`config.mk`:
```
export PLATFORM = sky130hd
export DESIGN_NAME = inbox_queue
export DESIGN_NICKNAME = d
export VERILOG_FILES = /design/src/rtl/inbox_queue.sv
export SDC_FILE = /design/constraint.sdc
export NUM_CORES = 1
export LEC_CHECK = 0
export ABC_AREA = 1
export BUFFER_PORTS_ARGS = -buffer_cell sky130_fd_sc_hd__buf_2
export CORE_MARGIN = 2
export CORE_UTILIZATION = 45
export CTS_CLUSTER_DIAMETER = 40
export DETAILED_ROUTE_END_ITERATION = 10
export PLACE_DENSITY = 0.69
export SLEW_MARGIN = 20
export SYNTH_ARGS = -nofsm -noshare
export SYNTH_HDL_FRONTEND = slang
export SYNTH_SLANG_ARGS = --single-unit
```
`constraint.sdc`:
```
create_clock -name clk -period 3.1 [get_ports clk]
set_clock_uncertainty 0.15 [all_clocks]
set_input_delay 0.31 -clock clk [delete_from_list [all_inputs] [get_ports clk]]
set_output_delay 0.31 -clock clk [all_outputs]
set_load 0.01 [all_outputs]
```
`src/rtl/inbox_queue.sv`:
```
module inbox_queue #(
  parameter int W = 32
) (
  input  logic         clk,
  input  logic         rst_n,
  input  logic         clr_en,
  input  logic         ld_en,
  input  logic [2:0]   ld_count,
  input  logic [W-1:0] ld_w0,
  input  logic [W-1:0] ld_w1,
  input  logic [W-1:0] ld_w2,
  input  logic [W-1:0] ld_w3,
  input  logic         wr_en,
  input  logic [W-1:0] wr_data,
  input  logic         rd_en,
  output logic [W-1:0] rd_data,
  output logic [2:0]   rd_count,
  output logic         wake_o,
  output logic [2:0]   fill_o
);
  localparam logic [2:0] FULL = 3'd4;

  logic [W-1:0] s0, s1, s2, newest;
  logic [2:0]   fill;
  logic         waiting;

  logic [W-1:0] a0, a1, a2, n0, n1, n2, nn;
  logic [2:0]   afill, nfill;
  logic         await, nwait, nwake;

  assign rd_data  = s0;
  assign rd_count = fill;
  assign fill_o   = fill;

  always_comb begin
    a0 = s0; a1 = s1; a2 = s2; afill = fill; await = waiting;
    if (rd_en) begin
      if (fill != 3'd0) begin
        a0 = s1; a1 = s2; a2 = newest;
        afill = fill - 3'd1;
        await = 1'b0;
      end else begin
        await = 1'b1;
      end
    end
    n0 = a0; n1 = a1; n2 = a2; nn = newest; nfill = afill; nwait = await; nwake = 1'b0;
    if (wr_en) begin
      nn = wr_data;
      case (afill)
        3'd0:    begin n0 = wr_data; nfill = 3'd1; end
        3'd1:    begin n1 = wr_data; nfill = 3'd2; end
        3'd2:    begin n2 = wr_data; nfill = 3'd3; end
        default: nfill = FULL;
      endcase
      nwake = await;
      nwait = 1'b0;
    end
  end

  always_ff @(posedge clk) begin
    if (!rst_n || clr_en) begin
      s0 <= '0; s1 <= '0; s2 <= '0; newest <= '0;
      fill <= '0; waiting <= 1'b0; wake_o <= 1'b0;
    end else if (ld_en) begin
      s0 <= ld_w0; s1 <= ld_w1; s2 <= ld_w2; newest <= ld_w3;
      fill <= (ld_count > FULL) ? FULL : ld_count;
      waiting <= 1'b0; wake_o <= 1'b0;
    end else begin
      s0 <= n0; s1 <= n1; s2 <= n2; newest <= nn;
      fill <= nfill; waiting <= nwait; wake_o <= nwake;
    end
  end
endmodule


```
======== After elaboration in Yosys (flattened, before gate mapping) ========
Index checks and enable logic that the tools add are counted.
storage, ports and cells
  register bits after elaboration ......... 133
  bits of input ports ..................... 169
cells by class
  magnitude comparators ................... 1
  bitwise gates (word level) .............. 1
  add/subtract/negate cells ............... 1
  reduce and logical (&&, ||, !) cells .... 7
  equal/unequal tests ..................... 2
  multiplexer cells ....................... 25
operators with widths
  cell                                                                 count
  32-bit 2-to-1 mux                                                    17
  3-bit 2-to-1 mux                                                     5
  3-bit one-hot mux with 3 select lines                                1
  3-bit OR reduction                                                   2
  3-bit by 1-bit == test with 1-bit output (second input constant)     1
  3-bit by 2-bit == test with 1-bit output (second input constant)     1
  3-bit greater-than comparator (second input constant)                1
  3-bit zero test                                                      1
  3-bit nonzero test                                                   1
  3-bit by 1-bit subtractor with 3-bit output (second input constant)  1
  1-bit 2-to-1 mux                                                     2
  2-bit nonzero test                                                   1
  1-bit zero test                                                      1
  1-bit logical OR                                                     1
  1-bit inverter                                                       1

======== Longest topological paths before layout ========
Gate-level depths: netlist of run 1.
  depth after elaboration ................. 7
  depth in mapped cells ................... 12
  depth with buffers taken out ............ 11

======== Least setup slack after synthesis of run 1 ========
OpenSTA, ideal clock, no wires.
  path type ............................... register -> register
  start ................................... reg fill[0] (netlist: fill_o[0])
  end ..................................... reg s1[1]
  slack ................................... 1022 ps
  cell stages (with the launch flop) ...... 13
  arrival ................................. 1820 ps
  library setup time ...................... 109 ps
  clock period less this slack ............ 2078 ps
  path through ............................ dfxtp_1 > inv_1 > ha_1 > nand2_1 > buf_2 > nand3_1 > nand2_1 > nand3_1 > buf_2 > nand2_1 > nand3_1 > nand2_1 > inv_1
on the way
  cells in the longest elaborated chain, start to end .. 7
  elaborated cells on any way between the ends .. 10
  those cells by class .................... add/sub (1); eq/ne (1); mux (7); reduce/logical (1)
ends and longest elaborated chain
  what                                                                               line    source
  start, declared                                                                    24      logic [2:0] fill;
  start signal, assigned                                                             66      fill <= (ld_count > FULL) ? FULL : ld_count;
  start signal, assigned                                                             70      fill <= nfill; waiting <= nwait; wake_o <= nwake;
  3-bit by 1-bit subtractor with 3-bit output or 3-bit nonzero test (tied branches)  40, 38
  3-bit 2-to-1 mux                                                                   38      if (fill != 3'd0) begin
  3-bit 2-to-1 mux                                                                   37      if (rd_en) begin
  3-bit by 1-bit == test with 1-bit output                                           49      case (afill)
  32-bit 2-to-1 mux                                                                  49
  32-bit 2-to-1 mux (*)                                                              47      if (wr_en) begin
  32-bit 2-to-1 mux (*)                                                              64      end else if (ld_en) begin
  end signal, assigned                                                               65      s0 <= ld_w0; s1 <= ld_w1; s2 <= ld_w2; newest <= ld_w3;
  end signal, assigned                                                               69      s0 <= n0; s1 <= n1; s2 <= n2; newest <= nn;
  end, declared                                                                      23      logic [W-1:0] s0, s1, s2, newest;
Every way passes the cells marked *; elsewhere a longest branch is shown, timed or not.
A chain may end at the register's enable or synchronous reset.

======== Worst setup path after layout of run 1 ========
  start ................................... reg fill[0] (netlist: fill_o[0])
  end ..................................... reg s0[31] (netlist: rd_data[31])
on the way
  cells in the longest elaborated chain, start to end .. 7
  elaborated cells on any way between the ends .. 10
  those cells by class .................... add/sub (1); mux (7); reduce/logical (2)
ends and longest elaborated chain
  what                                                                               line
  3-bit by 1-bit subtractor with 3-bit output or 3-bit nonzero test (tied branches)  40, 38
  3-bit 2-to-1 mux                                                                   38
  3-bit 2-to-1 mux                                                                   37
  3-bit zero test                                                                    49
  32-bit 2-to-1 mux                                                                  49
  32-bit 2-to-1 mux (*)                                                              47
  32-bit 2-to-1 mux (*)                                                              64
  end signal, assigned                                                               65
  end signal, assigned                                                               69
  end, declared                                                                      23
Marks and branches as above.

==> results of run 1 <==
==> layout by cell type (no fill, tap or decap), drive strengths merged, types with 2 or more instances in the layout <==
master / synthesis / layout
clkbuf: 78 / 22
nand4: 96 / 96
nor2: 229 / 229
a22oi: 19 / 19
nor3: 2 / 2
dfxtp: 133 / 133
bufinv: 0 / 3
nand2: 381 / 381
o21ai: 60 / 60
a21oi: 25 / 25
ha: 2 / 2
inv: 187 / 186
buf: 37 / 228
nand3: 168 / 168
o22ai: 2 / 2
clkinv: 0 / 7
==> metrics by stage <==
step	hold slack (ns)	setup slack [ns]	utilization (%)	instances	power, W
after CTS	0.0299	0.466	55.2	1794	0.00493
after floorplan	0.364	1.02	-	1420	0.00249
after global routing	0.0577	0.202	55.2	1794	0.00513
after global placement	0.380	0.537	51.8	1762	0.00283
after detailed placement	0.380	0.478	51.8	1762	0.00284
final	0.0397	0.458	55.2	1794	0.00492
==> registers in the layout, summed over array words and instances, names as in the netlist <==
| name | cells |
|---|---|
| newest | 32 |
| rd_data | 32 |
| s1 | 32 |
| s2 | 32 |
| fill_o | 3 |
| waiting | 1 |
| wake_o | 1 |
==> worst max-delay path, cell delays in order, from the launching register on <==
cell	delay, ns
dfxtp_1	0.42
inv_1	0.12
ha_1	0.24
nand2_2	0.25
nand2_4	0.27
nand2_1	0.15
nand2_2	0.10
nand3_2	0.23
buf_4	0.37
nand2_1	0.10
nand3_1	0.09
nand2_1	0.05
inv_1	0.04
==> routing by layer <==
| layer | routed length, um | vias to the layer above |
|---|---|---|
| li1 | - | 4750 |
| met1 | 11700 | 4318 |
| met2 | 13200 | 477 |
| met3 | 2620 | 41 |
| met4 | 565 | 0 |
| met5 | 0 | - |
==> layout make-up <==
type                    instances  area, um2
inverters                     187        708
flip-flops and latches        133       2660
repair buffers                228       1240
clock buffers                  22        474
well taps                     229        287
clock inverters                10        128
multi-input cells             985       4410
fillers                      1906       8050
==> power groups by stage <==
stage / sequential, W / clock, W / combinational, W
2_1_floorplan: 0.00187 / 0 / 0.000623
3_3_place_gp: 0.00187 / 0 / 0.000964
3_5_place_dp: 0.00187 / 0 / 0.000975
4_1_cts: 0.00183 / 0.00212 / 0.000980
5_1_grt: 0.00184 / 0.00219 / 0.00110
6_report: 0.00183 / 0.00210 / 0.000989
==> path summary, 6_finish.rpt <==
path	slack, ns	to	start
worst min-delay path	0.04	newest[29]	ld_w3[29]
worst max register to register	0.46	rd_data[31]	fill_o[0]
worst min register to register	0.40	newest[2]	newest[2]
worst max-delay path	0.46	rd_data[31]	fill_o[0]
==> cell families (layout without fill, tap and decap cells) <==
family / count (synthesis) / count (layout) / synth area share [%]
buffers and inverters: 302 / 447 / 14.7
AND/OR/NAND/NOR: 877 / 877 / 45.5
flip-flops: 133 / 133 / 32.3
AO/OA/AOI/OAI: 106 / 106 / 7.17
adder cells (fa/ha/maj): 2 / 2 / 0.303
==> summary.txt, run 1 <==
STA
  • Actual slew at the worst max-slew pin: 0.996 ns
  • RSZ-0062 raised after global routing: no
  • Max Clock Freq: 379 MHz
  • Setup TNS: 0 ns
  • Fin crit share: 85.2%
  • Final Max Tran Viols: 0
  • Tmin final: 2.64 ns
  • Slew Limit Headroom: 33.5%
  • Final setup vio count: 0
  • Final hold violation count: 0

GRT
  • Met1 Usage GRT: 37.1%
  • Wire length of the first global-routing pass: 44600 um
  • Largest net degree at the start of global routing: 124
  • Layer with the highest usage: met2
  • Vias in the first global route: 8658
  • Initial antenna violation count: 0
  • Global-route met2 utilization: 46.7%
  • Grt met3 use: 6.02%
  • Total GRT Usage: 28.5%
  • Global route overflow: 0

Placed design
  • Port bufs: 207
  • RD Place Congestion: 0.849
  • HPWL after DPL: 17700 um
  • DP Area: 9310 um2

Logic synthesis
  • Top FF cell, synth: dfxtp_1
  • Sequential area share after synthesis: 32.3%
  • Synth cell count leaders: nand2_1 (379), nor2_1 (229), inv_1 (184), nand3_1 (167), dfxtp_1 (133)
  • Async SR Flop Fraction: 0%
  • Top-count cell post-synth: nand2_1
  • Mapped Cells: 1420
  • Top post-synthesis cells by area: dfxtp_1 (32%), nand2_1 (17%), nor2_1 (10%), nand3_1 (10%), inv_1 (8.4%)
  • Synth top area share: 32.3%
  • Library cells used by synthesis: 23
  • Syn Area/Cell: 5.81 um2
  • Post-synth top area cell: dfxtp_1
  • Mapped cell area: 8250 um2
  • Post-synth EDFFs: 0
  • Mapped Nets: 1591
  • Synth Warn #: 0
  • Synthesized flop and latch total: 133

Flow run
  • Max_cap viols: 0

Pwr
  • NetSw: 0.00148 W
  • Maximum VDD drop: 465 uV
  • PwrDens: 496 nW/um2
  • Switching Fraction: 30.1%
  • Leakage: 5.63 nW
  • Clock group share of total power: 42.7%
  • P_int: 0.00344 W
  • Sequential Power Share: 37.2%
  • Combinational power share: 20.1%

Route
  • 1st-iter DRT viols: 925
  • Pre-antenna DRT Iters: 5
  • Drc violations: 0
  • Per-cell routed wire length: 15.7 um
  • Final ANT Viol Nets: 0
  • Post-DR vias/cell: 5.34
  • Total wire length: 28100 um
  • Vias: 9586

Setup path
  • CP Max Fanout: 30
  • Worst Path Arrival: 2.87 ns
  • Setup crit start kind: flip-flop
  • Critical path class: reg2reg
  • Critical path endpoint category: flip-flop
  • R2R cell count: 12
  • Data required time at the worst endpoint: 3.32 ns

Floorplan
  • DIE HEIGHT: 139 um
  • I/O Pins: 208
  • Die W: 139 um
  • Row count: 49
  • Initial core utilization: 45.9%
  • Die Area: 19400 um2
  • Core area: 18000 um2

Finish
  • Area grow syn2layout: 20.1%
  • Final Cell Area: 9910 um2
  • Final #Nets: 1723
  • # diodes: 0
  • Layout cells sized above 1: 17.4%

Clocking
  • # hold bufs at CTS: 0
  • CTS tree: done
  • Clock sinks: 133
  • Total CTS buffers: 17
  • Clk buf depth: 2
  • CTS HTree Levels: 4
  • Clk slew on worst S/H paths: 0.06 ns
  • Clk Latency, worst-skew pair: 0.43 ns
  • Cells resized by post-CTS repair: 0
  • Root buf cell: clkbuf_16
  • Postcts setup bufs: 0

Worst hold path
  • Min-Delay Path Class: in2reg
  • Hold depth: 5

Outcome
  • Status: finished, final reports clean
No activity file was read; power rests on OpenSTA's default activity.
==> run 2: changes to the inputs <==
--- a/config.mk
+++ b/config.mk
@@ -11,7 +11,7 @@
 export CORE_UTILIZATION = 45
 export CTS_CLUSTER_DIAMETER = 40
 export DETAILED_ROUTE_END_ITERATION = 10
-export PLACE_DENSITY = 0.69
+export PLACE_DENSITY = 0.71
 export SLEW_MARGIN = 20
 export SYNTH_ARGS = -nofsm -noshare
 export SYNTH_HDL_FRONTEND = slang
==> run 2 against run 1 <==
Net effect:
- die area did not move
- count of clock-buffer cells in the layout up 1
- fmax shrank 8.3%
- worst hold slack better by 0.0062 ns
==> summary.txt, run 2 (synthesis results as in run 1) <==
Route
  • Per-cell routed wire length: 15.4 um
  • Total wire length: 27700 um
  • Final ANT Viol Nets: 0
  • Post-DR vias/cell: 5.32
  • Vias: 9565
  • Drc violations: 0
  • 1st-iter DRT viols: 890
  • Pre-antenna DRT Iters: 6

STA
  • Final hold violation count: 0
  • Actual slew at the worst max-slew pin: 1.02 ns
  • Hold Slack: 0.0460 ns
  • Final Max Tran Viols: 0
  • Setup ws final: 0.220 ns
  • Max Clock Freq: 347 MHz
  • Fin crit share: 92.9%
  • Slew Limit Headroom: 31.7%
  • RSZ-0062 raised after global routing: no
  • Tmin final: 2.88 ns
  • Final setup vio count: 0
  • Setup TNS: 0 ns

Floorplan
  • Die Area: 19400 um2
  • Initial core utilization: 45.9%
  • Core area: 18000 um2
  • Die W: 139 um
  • I/O Pins: 208
  • DIE HEIGHT: 139 um
  • Row count: 49

Worst hold path
  • Min-Delay Path Class: in2reg

GRT
  • Initial antenna violation count: 0
  • Vias in the first global route: 8473
  • Wire length of the first global-routing pass: 43200 um
  • Global route overflow: 0
  • Largest net degree at the start of global routing: 84
  • Total GRT Usage: 27.5%

Finish
  • Most frequent cells in the layout: nand2_1 (377), nor2_1 (227), buf_2 (207)
  • Layout cells sized above 1: 17.7%
  • Layout Utilization: 55.3%
  • Final Cell Area: 9930 um2
  • Area grow syn2layout: 20.4%
  • Commonest non-fill, non-tap cell in the layout: nand2_1
  • Final #Nets: 1728
  • # diodes: 0

Clocking
  • Clock sinks: 133
  • Clk Latency, worst-skew pair: 0.42 ns
  • Root buf cell: clkbuf_16
  • Clk buf depth: 2
  • Cells resized by post-CTS repair: 0
  • CTS HTree Levels: 4
  • Clk slew on worst S/H paths: 0.06 ns
  • # hold bufs at CTS: 0
  • CTS tree: done
  • Postcts setup bufs: 0
  • Total CTS buffers: 17

Placed design
  • HPWL after DPL: 18200 um
  • Port bufs: 207
  • Pre-CTS WS: 0.223 ns
  • DP Area: 9310 um2
  • RD Place Congestion: 0.912

Setup path
  • Critical path endpoint category: flip-flop
  • Worst Path Arrival: 3.02 ns
  • Critical path class: reg2reg
  • CP Max Fanout: 44
  • Data required time at the worst endpoint: 3.24 ns
  • Setup crit start kind: flip-flop

Pwr
  • PwrDens: 498 nW/um2
  • Maximum VDD drop: 404 uV
  • Leakage: 5.65 nW

Flow run
  • Max_cap viols: 0

Outcome
  • Status: finished, final reports clean
-- run 2: cell types whose count changed in the layout (fill, tap and decap cells not counted) --
cell	delta
buf_12	-3
nand2_2	-2
nand2_1	+1
buf_4	+8
clkinv_2	-1
clkbuf_8	+2
clkbuf_1	-1
nand2_4	+1
-- run 2: critical path, stage by stage (launching register included) --
cell and delay (ns):
dfxtp_1 0.42, inv_1 0.11, ha_1 0.22, nand2_2 0.37, nand3_1 0.15, nand2_2 0.13
buf_4 0.48, buf_4 0.39, o22ai_1 0.11, a21oi_1 0.16, nor2_1 0.05
-- run 2: path summary, 6_finish.rpt --
check / start / end / slack (ns) / cells after the start
worst max-delay path: fill_o[1] / fill_o[0] / 0.22 / 10
worst min-delay path: ld_w2[12] / s2[12] / 0.05 / 5
worst max register to register: fill_o[1] / fill_o[0] / 0.22 / 10
worst min register to register: newest[19] / newest[19] / 0.40 / 4
-- run 2: metrics by stage --
stage               power (W)  std cells
detailed placement    0.00283       1767
CTS                   0.00494       1799
global route          0.00514       1799
finish                0.00495       1799
floorplan             0.00249       1420
global placement      0.00282       1767
-- run 2: layout make-up --
class	instances	area, um2
Timing Repair Buffer	233	1240
Clock buffer	23	498
Inverter	187	708
Fill cell	1829	8030
Tap cell	229	287
Clock inverter	9	123
Sequential cell	133	2660
Multi-Input combinational cell	985	4410
-- run 2: per-layer routing --
metal	track usage [%]	vias to the layer above	share of wire [%]
li1	-	4756	-
met1	36.6	4312	42
met2	43.8	430	46
met3	5.33	67	8.4
met4	11.4	0	3.3
met5	0	-	0
-- run 2: report_power, final --
| part | internal (W) | total [W] | switching [W] |
|---|---|---|---|
| Sequential | 0.00179 | 0.00183 | 0.0000383 |
| Clock | 0.00136 | 0.00213 | 0.000765 |
| Combinational | 0.000325 | 0.000986 | 0.000660 |
